<file path="src/rtl/mbox_pkg.sv">
package mbox_pkg;
    localparam int MB_CH    = 4;
    localparam int MB_DW    = 32;
    localparam int MB_AW    = 6;
    localparam int MB_NFLAG = 3;
    localparam int MB_IW    = $clog2(MB_CH);

    // word indices (byte address >> 2)
    localparam logic [MB_AW-3:0] W_STATUS  = 4'd8;
    localparam logic [MB_AW-3:0] W_CONTROL = 4'd9;

    // top bit of each per-channel field; channel n sits at TOP-n
    localparam int F_PEND = 31;
    localparam int F_RXF  = 27;
    localparam int F_TXE  = 23;
    localparam int F_RING = 19;

    localparam int PAD_ST = MB_DW - 3*MB_CH - MB_NFLAG;
    localparam int PAD_CT = MB_DW - 4*MB_CH - MB_NFLAG;

    typedef logic [MB_CH-1:0]    chvec_t;
    typedef logic [MB_NFLAG-1:0] flag_t;

    typedef struct packed {
        chvec_t gie;
        chvec_t rie;
        chvec_t tie;
        flag_t  flg;
    } ctrl_t;

    // channel-indexed vector <-> reversed register field
    function automatic chvec_t flip(input chvec_t v);
        chvec_t r;
        for (int i = 0; i < MB_CH; i++) r[i] = v[MB_CH-1-i];
        return r;
    endfunction
endpackage

</file>
<file path="src/rtl/mbox_lane.sv">
// One direction of traffic: data slots, slot occupancy, doorbell pending bits.
module mbox_lane
    import mbox_pkg::*;
(
    input  logic                        clk,
    input  logic                        rst,
    input  logic                        tx_we,
    input  logic [MB_IW-1:0]            tx_idx,
    input  logic [MB_DW-1:0]            tx_data,
    input  logic                        rx_re,
    input  logic [MB_IW-1:0]            rx_idx,
    input  chvec_t                      ring_mask,
    input  chvec_t                      ack_mask,
    output logic [MB_CH-1:0][MB_DW-1:0] words,
    output chvec_t                      full,
    output chvec_t                      pend
);
    always_ff @(posedge clk) begin
        if (rst) begin
            words <= '0;
            full  <= '0;
            pend  <= '0;
        end else begin
            // a read drains the slot
            if (rx_re) full[rx_idx] <= 1'b0;
            // a write fills the slot
            if (tx_we) begin
                words[tx_idx] <= tx_data;
                full[tx_idx]  <= 1'b1;
            end
            // pending set by ring, cleared by write-one
            pend <= (pend & ~ack_mask) | ring_mask;
        end
    end
endmodule

</file>
<file path="src/rtl/mbox_bank.sv">
// Register bank of one side: decode, control word, read mux, interrupt.
module mbox_bank
    import mbox_pkg::*;
(
    input  logic                        clk,
    input  logic                        rst,
    input  logic                        wr_en,
    input  logic                        rd_en,
    input  logic [MB_AW-1:0]            addr,
    input  logic [MB_DW-1:0]            wdata,
    output logic [MB_DW-1:0]            rdata,
    output logic                        irq,
    // outbound lane
    input  logic [MB_CH-1:0][MB_DW-1:0] out_words,
    input  chvec_t                      out_full,
    input  chvec_t                      out_pend,
    output logic                        tx_we,
    output logic [MB_IW-1:0]            tx_idx,
    output logic [MB_DW-1:0]            tx_data,
    output chvec_t                      ring_mask,
    // inbound lane
    input  logic [MB_CH-1:0][MB_DW-1:0] in_words,
    input  chvec_t                      in_full,
    input  chvec_t                      in_pend,
    output logic                        rx_re,
    output logic [MB_IW-1:0]            rx_idx,
    output chvec_t                      ack_mask,
    // general flags
    input  flag_t                       peer_flags,
    output flag_t                       own_flags
);
    ctrl_t ctl;

    logic             aligned;
    logic [MB_AW-3:0] word;
    logic             hit_tx, hit_rx, hit_st, hit_ct;

    assign aligned = (addr[1:0] == 2'b00);
    assign word    = addr[MB_AW-1:2];
    assign hit_tx  = aligned && (word[MB_AW-3:MB_IW] == '0);
    assign hit_rx  = aligned && (word[MB_AW-3:MB_IW] == 1);
    assign hit_st  = aligned && (word == W_STATUS);
    assign hit_ct  = aligned && (word == W_CONTROL);

    assign tx_we     = wr_en && hit_tx;
    assign tx_idx    = word[MB_IW-1:0];
    assign tx_data   = wdata;
    assign rx_re     = rd_en && hit_rx;
    assign rx_idx    = word[MB_IW-1:0];
    assign ring_mask = (wr_en && hit_ct) ? flip(wdata[F_RING -: MB_CH]) : '0;
    assign ack_mask  = (wr_en && hit_st) ? flip(wdata[F_PEND -: MB_CH]) : '0;
    assign own_flags = ctl.flg;

    // control word storage (doorbell request lives in the lane)
    always_ff @(posedge clk) begin
        if (rst) begin
            ctl <= '0;
        end else if (wr_en && hit_ct) begin
            ctl.gie <= flip(wdata[F_PEND -: MB_CH]);
            ctl.rie <= flip(wdata[F_RXF  -: MB_CH]);
            ctl.tie <= flip(wdata[F_TXE  -: MB_CH]);
            ctl.flg <= wdata[MB_NFLAG-1:0];
        end
    end

    logic [MB_DW-1:0] status_w, control_w;
    assign status_w  = {flip(in_pend), flip(in_full), flip(~out_full),
                        {PAD_ST{1'b0}}, peer_flags};
    assign control_w = {flip(ctl.gie), flip(ctl.rie), flip(ctl.tie),
                        flip(out_pend), {PAD_CT{1'b0}}, ctl.flg};

    always_comb begin
        rdata = '0;
        if (hit_tx)      rdata = out_words[word[MB_IW-1:0]];
        else if (hit_rx) rdata = in_words[word[MB_IW-1:0]];
        else if (hit_st) rdata = status_w;
        else if (hit_ct) rdata = control_w;
    end

    assign irq = |(in_pend & ctl.gie) | |(in_full & ctl.rie) | |(~out_full & ctl.tie);
endmodule

</file>
<file path="src/rtl/mbox_dual.sv">
module mbox_dual
    import mbox_pkg::*;
(
    input  logic             clk,
    input  logic             rst,
    input  logic             a_wr_en,
    input  logic             a_rd_en,
    input  logic [MB_AW-1:0] a_addr,
    input  logic [MB_DW-1:0] a_wdata,
    output logic [MB_DW-1:0] a_rdata,
    output logic             a_irq,
    input  logic             b_wr_en,
    input  logic             b_rd_en,
    input  logic [MB_AW-1:0] b_addr,
    input  logic [MB_DW-1:0] b_wdata,
    output logic [MB_DW-1:0] b_rdata,
    output logic             b_irq
);
    // lane ab carries A -> B, lane ba carries B -> A
    logic [MB_CH-1:0][MB_DW-1:0] ab_words, ba_words;
    chvec_t ab_full, ab_pend, ba_full, ba_pend;
    chvec_t ab_ring, ab_ack, ba_ring, ba_ack;
    logic ab_we, ab_re, ba_we, ba_re;
    logic [MB_IW-1:0] ab_widx, ab_ridx, ba_widx, ba_ridx;
    logic [MB_DW-1:0] ab_data, ba_data;
    flag_t a_flags, b_flags;

    mbox_lane u_lane_ab (
        .clk(clk), .rst(rst),
        .tx_we(ab_we), .tx_idx(ab_widx), .tx_data(ab_data),
        .rx_re(ab_re), .rx_idx(ab_ridx),
        .ring_mask(ab_ring), .ack_mask(ab_ack),
        .words(ab_words), .full(ab_full), .pend(ab_pend)
    );

    mbox_lane u_lane_ba (
        .clk(clk), .rst(rst),
        .tx_we(ba_we), .tx_idx(ba_widx), .tx_data(ba_data),
        .rx_re(ba_re), .rx_idx(ba_ridx),
        .ring_mask(ba_ring), .ack_mask(ba_ack),
        .words(ba_words), .full(ba_full), .pend(ba_pend)
    );

    mbox_bank u_bank_a (
        .clk(clk), .rst(rst),
        .wr_en(a_wr_en), .rd_en(a_rd_en), .addr(a_addr), .wdata(a_wdata),
        .rdata(a_rdata), .irq(a_irq),
        .out_words(ab_words), .out_full(ab_full), .out_pend(ab_pend),
        .tx_we(ab_we), .tx_idx(ab_widx), .tx_data(ab_data), .ring_mask(ab_ring),
        .in_words(ba_words), .in_full(ba_full), .in_pend(ba_pend),
        .rx_re(ba_re), .rx_idx(ba_ridx), .ack_mask(ba_ack),
        .peer_flags(b_flags), .own_flags(a_flags)
    );

    mbox_bank u_bank_b (
        .clk(clk), .rst(rst),
        .wr_en(b_wr_en), .rd_en(b_rd_en), .addr(b_addr), .wdata(b_wdata),
        .rdata(b_rdata), .irq(b_irq),
        .out_words(ba_words), .out_full(ba_full), .out_pend(ba_pend),
        .tx_we(ba_we), .tx_idx(ba_widx), .tx_data(ba_data), .ring_mask(ba_ring),
        .in_words(ab_words), .in_full(ab_full), .in_pend(ab_pend),
        .rx_re(ab_re), .rx_idx(ab_ridx), .ack_mask(ab_ack),
        .peer_flags(a_flags), .own_flags(b_flags)
    );
endmodule

</file>
<file path="config.mk">
export PLATFORM = sky130hd
export DESIGN_NAME = mbox_dual
export DESIGN_NICKNAME = d
export VERILOG_FILES = /design/src/rtl/mbox_pkg.sv /design/src/rtl/mbox_lane.sv /design/src/rtl/mbox_bank.sv /design/src/rtl/mbox_dual.sv
export SDC_FILE = /design/constraint.sdc
export NUM_CORES = 1
export LEC_CHECK = 0
export ABC_AREA = 1
export ABC_CLOCK_PERIOD_IN_PS = 2900
export CORE_ASPECT_RATIO = 0.75
export CORE_MARGIN = 2
export CORE_UTILIZATION = 55
export CTS_BUF_LIST = sky130_fd_sc_hd__clkbuf_4 sky130_fd_sc_hd__clkbuf_8 sky130_fd_sc_hd__clkbuf_16
export DETAILED_ROUTE_END_ITERATION = 10
export DONT_BUFFER_PORTS = 1
export GPL_TIMING_DRIVEN = 0
export PLACE_DENSITY = 0.8
export SLEW_MARGIN = 30
export SYNTH_ARGS = -nofsm -noshare
export SYNTH_HDL_FRONTEND = slang
export SYNTH_SLANG_ARGS = --single-unit
</file>
<file path="constraint.sdc">
create_clock -name clk -period 2.9 [get_ports clk]
set_input_delay 0 -clock clk [delete_from_list [all_inputs] [get_ports clk]]
set_output_delay 0 -clock clk [all_outputs]
set_load 0.1 [all_outputs]
</file>
# [Yosys cells after proc, flatten, opt, wreduce, memory -nomap -nowiden]
# Index checks and enable logic that the tools add are counted.
[classes] add_sub_neg=0 n_mul=0 div_mod_pow=0 magnitude_cmp=4 n_eq_ne=6 shifts=0 mux=36 bitwise=24 n_reduce_logical=28
[op_table] cell="two-way mux 32 bit" count=14
[op_table] cell="binary-select mux 32 bit (select 2 bit)" count=4
[op_table] cell="bitwise mux 128 bit" count=2
[op_table] cell="demux 32 bit (select 2 bit)" count=2
[op_table] cell="AND 4 bit" count=10
[op_table] cell="two-way mux 4 bit" count=10
[op_table] cell="inverter 4 bit" count=6
[op_table] cell="OR reduction 4 bit" count=6
[op_table] cell="logical AND 1 bit" count=18
[op_table] cell="== test 4 bit, second input constant" count=4
[op_table] cell="OR 4 bit" count=4
[op_table] cell="logical NOT 2 bit" count=4
[op_table] cell="< comparator 2 x 3 -> 1 bit, second input constant" count=2
[op_table] cell="demux 1 bit (select 2 bit)" count=2
[op_table] cell="== test 2 x 1 -> 1 bit, second input constant" count=2
[op_table] cell="greater-or-equal comparator 2 x 1 -> 1 bit, second input constant" count=2
[op_table] cell="OR 1 bit" count=4
[op_table] cell="two-way mux 1 bit" count=2
[totals] register_bits=302 latchBits=0 ram_bits=0 romBits=0 in_bits=82 output_inout_bits=66 mem_count=0

# [Depth between registers and ports, before layout]
[logic_depth] ltp_word=10 depth_mapped=9 ltp_nobuf=8

# [By module]
# Synthesis repeated with hierarchy kept, for this count alone.
[hier_totals] cells_unflattened=3232 hier_area_um2=18729.2
[by_module_without_submodules] mod="mbox_bank" instances=2 cells_each=909 area_per_inst_um2=4052.6 seq_area_each_um2=300.3
[by_module_without_submodules] mod="mbox_lane at u_lane_ba" instances=1 cells_each=707 area_per_inst_um2=5313.8 seq_area_each_um2=2722.6
[by_module_without_submodules] mod="mbox_lane at u_lane_ab" instances=1 cells_each=707 area_per_inst_um2=5310.1 seq_area_each_um2=2722.6

# [Worst setup path after synthesis]
# No wires, ideal clock.
[synth_path] path_kind="input to output" start="input a_addr[1]" end="output a_rdata[19]" arrival_ns=1.612 required_time_ns=2.900 slack_ns=1.288 stages=6 path_buffers=1 cell_sequence="nor2_1 -> nand2_1 -> nor2_1 -> buf_2 -> nand2_1 -> nand3_1"
[synth_via] elab_chain_cells=6 elab_cells_between_ends=9 cone_classes="mux (4); reduce/logical (5)"
[synth_lines] item="start: declaration" line="mbox_dual.sv:8" text="input logic [MB_AW-1:0] a_addr,"
[synth_lines] item="logical NOT 2 bit *" line="mbox_bank.sv:38" text="assign aligned = (addr[1:0] == 2'b00);"
[synth_lines] item="logical AND 1 bit" line="mbox_bank.sv:43" text="assign hit_ct = aligned && (word == W_CONTROL);"
[synth_lines] item="two-way mux 32 bit" line="mbox_bank.sv:77" text="else if (hit_ct) rdata = control_w;"
[synth_lines] item="two-way mux 32 bit" line="mbox_bank.sv:76" text="else if (hit_st) rdata = status_w;"
[synth_lines] item="two-way mux 32 bit" line="mbox_bank.sv:75" text="else if (hit_rx) rdata = in_words[word[MB_IW-1:0]];"
[synth_lines] item="two-way mux 32 bit *" line="mbox_bank.sv:74" text="if (hit_tx) rdata = out_words[word[MB_IW-1:0]];"
[synth_lines] item="end: declaration" line="mbox_dual.sv:10" text="output logic [MB_DW-1:0] a_rdata,"
# Every way passes the cells marked *; elsewhere a longest branch is shown, timed or not.

# [Worst setup path in the final report]
[layout_path] start="input a_addr[2]" end="output a_rdata[10]"
[layout_via] elab_chain_cells=5 elab_cells_between_ends=9 cone_classes="eq/ne (1); mux (7); reduce/logical (1)"
[layout_lines] item="== test 4 bit" line="mbox_bank.sv:42" text="assign hit_st = aligned && (word == W_STATUS);"
[layout_lines] item="logical AND 1 bit" line="mbox_bank.sv:42"
[layout_lines] item="two-way mux 32 bit" line="mbox_bank.sv:76"
[layout_lines] item="two-way mux 32 bit" line="mbox_bank.sv:75"
[layout_lines] item="two-way mux 32 bit *" line="mbox_bank.sv:74"
# Every way passes the cells marked *; elsewhere a longest branch is shown, timed or not. The select of a mux whose other input is x is not followed.

==> metrics.cfg <==
[run_status]
failed_checks=negative setup slack
outcome=complete, but fails checks

[layout]
design_area_um2=18600
nFillCells=2633
syn_to_final_growth_pct=17.3
final_layout_size_suffix_gt1_share_pct=6.73
nets=2806
fin_util_pct=65.9
multi_input_area_um2=8450
ff_latch_area_um2=6050

[sta]
rsz0062_at_grt=false
final-setup-viol-count=2
fin_crit_sh_pct=102
clock.fmax_mhz=340
timing.slew.headroom_pct=30.3
hold_viol=0
finClkSkew_ns=0
tightest_slew_ns=1.04
tns_ns=-0.0603
fin_ws_ns=-0.0453
period_needed_ns=2.95
finalMaxSlewViolations=0

[clock_tree]
cts_max_level=1
cts_inserted_buffers=30
clk_latency_ns=0.58
cts_root_buffer=clkbuf_16
tritoncts=built
clock-sinks=302
clockBufferDepth=3
path_clk_slew_ns=0.07

[global_route]
grt_pass1_wl_um=101000
grt_max_degree=15
grt_pass1_vias=17100
grt_overflow=0
grt_util_all_layers_pct=44.7
antenna_found_initial=4

[placed_design]
placed_area_um2=16500
place_congestion=1.04
pre_cts_slack_ns=0.320
port_buffers=0
post-dp-hpwl_um=49800

[yosys]
synth_cell_types=24
ys_warn_count=0
syn_area_um2=15800
synth.net_count=2675
synth_seq_cells=302
syn_inst=2593
ys_seq_area_share_pct=38.2
synth_area_per_cell_um2=6.10

[routing]
first_pass_iters=9
vias=18700
drt_iter0_drc=3079
drc=0
vias_per_cell=5.98
wl_per_cell_um=21.7
antenna_left=0
drt-total-wl_um=68100

[flow_run]
drv_cap=0

[power_and_ir_drop]
power.density_nw_per_um2=494
p_leak_nw=7.64
total_power_w=0.00917
vdd_ir_drop_max_mv=0.476

[floorplan]
rows=53
dieHeight_um=151
fp.dieW_um=200
pin_count=148
fp.dieArea_um2=30200
core_um2=28200
initial_core_util_pct=56.1

[worst_hold_path]
hold_class=input port to flip-flop

[critical_path]
worst-path-max-fanout=10
cp.arrival_ns=2.95
end_kind=primary output
worstPathRequired_ns=2.90
critPathKind=input port to primary output
cp-start-kind=input port

[stage by stage]
stage / std cells / hold WS, ns
after CTS: 3132 / 0.00566
after detailed placement: 2979 / 0.143
after global placement: 2978 / 0.136
after global routing: 3132 / 0.0409
final: 3134 / 0.0390
after floorplan: 2593 / 0.135
[where the power goes]
part	switching (W)	internal, W
sequential	0.0000234	0.00418
combinational	0.000605	0.000197
clock	0.00178	0.00239
total	0.00241	0.00677
[kinds of logic after synthesis]
group	Yosys count	synth area share [%]
and+or+nand+nor	1568	40.4
buffers and inverters	385	9.66
AOI/OAI and AO/OA	338	11.7
DFF	302	38.2
[final timing paths]
kind | depth (start not counted) | slack (ns) | startpoint | endpoint
min reg2reg | 2 | 0.48 | u_lane_ab.words[38] | u_lane_ab.words[38]
max | 7 | -0.05 | a_addr[2] | a_rdata[10]
min | 6 | 0.04 | b_addr[0] | u_bank_b.control_w[25]
max reg2reg | 3 | 1.65 | u_lane_ba.pend[2] | u_lane_ba.pend[2]
[cells in the mapped netlist]
library cell / instances / area (um^2)
nand4_1: 81 / 507
buf_2: 58 / 290
buf_4: 3 / 22.5
inv_1: 203 / 762
a21oi_1: 18 / 90.1
buf_1: 17 / 63.8
inv_2: 7 / 26.3
o21a_1: 4 / 30.0
nor2_4: 1 / 11.3
a22oi_1: 1 / 7.51
a22o_1: 1 / 8.76
nor3_4: 1 / 16.3
clkbuf_1: 94 / 353
o2bb2ai_1: 3 / 26.3
and2_1: 5 / 31.3
dfxtp_1: 302 / 6050
clkinv_1: 3 / 11.3
nand2_2: 3 / 18.8
nor2_2: 11 / 68.8
nor2_1: 651 / 2440
nand2_1: 624 / 2340
nand3_1: 191 / 956
o22ai_1: 108 / 676
o21ai_0: 203 / 1020
[critical path, cell delays in order]
cell,delay [ns]
dlygate4sd3_1,0.58
nand2_1,0.16
buf_2,0.31
clkbuf_1,0.52
o22ai_1,0.14
o21ai_0,0.49
nand2_1,0.73
[what timing repair did]
action | in CTS | in global routing
setup buffers | 0 | 0
endpoints found under the hold margin | 302 | 0
resized for setup | 0 | 10
hold buffers | 98 | 0
endpoints found under the setup margin | 0 | 10
[cell usage in the layout, fill, tap and decap left out, types with 3 or more instances in the layout]
cell type	synthesis	final
a21oi_1	18	18
and2_1	5	5
buf_1	17	17
buf_2	58	58
buf_4	3	3
clkbuf_1	94	94
clkbuf_16	0	31
clkbuf_4	0	6
clkbuf_8	0	8
clkinv_1	3	3
clkinv_2	0	5
dfxtp_1	302	302
dlygate4sd3_1	0	98
inv_1	203	203
inv_2	7	7
nand2_1	624	616
nand2_2	3	11
nand3_1	191	154
nand3_2	0	37
nand4_1	81	81
nor2_1	651	651
nor2_2	11	11
o21a_1	4	4
o21ai_0	203	203
o22ai_1	108	108
o2bb2ai_1	3	3
[cell type report]
cell class	instances	area share [%]
antenna	2	0.0270
buffer	172	3.93
clock buffer	45	5.01
clock inverter	10	0.586
inverter	213	4.31
multi-input combinational	1906	45.5
sequential	302	32.6
tap	385	2.59
timing repair buffer	99	5.43
[state kept, by name, summed over array words and instances (netlist names)]
register / cells
u_lane_ab.words: 128
u_bank_a.control_w: 12
u_lane_ab.pend: 4
u_bank_a.own_flags: 3
u_lane_ba.words: 128
u_lane_ba.pend: 4
u_lane_ba.full: 4
u_lane_ab.full: 4
u_bank_b.control_w: 12
u_bank_b.own_flags: 3
[layer usage]
layer	routed length (um)	track usage (%)	vias up
li1	-	-	8532
met1	26400	61.4	8488
met2	27500	63.9	1477
met3	11300	15.7	227
met4	2830	17.3	6
met5	43	0	-
No activity file was read; power rests on OpenSTA's default activity.
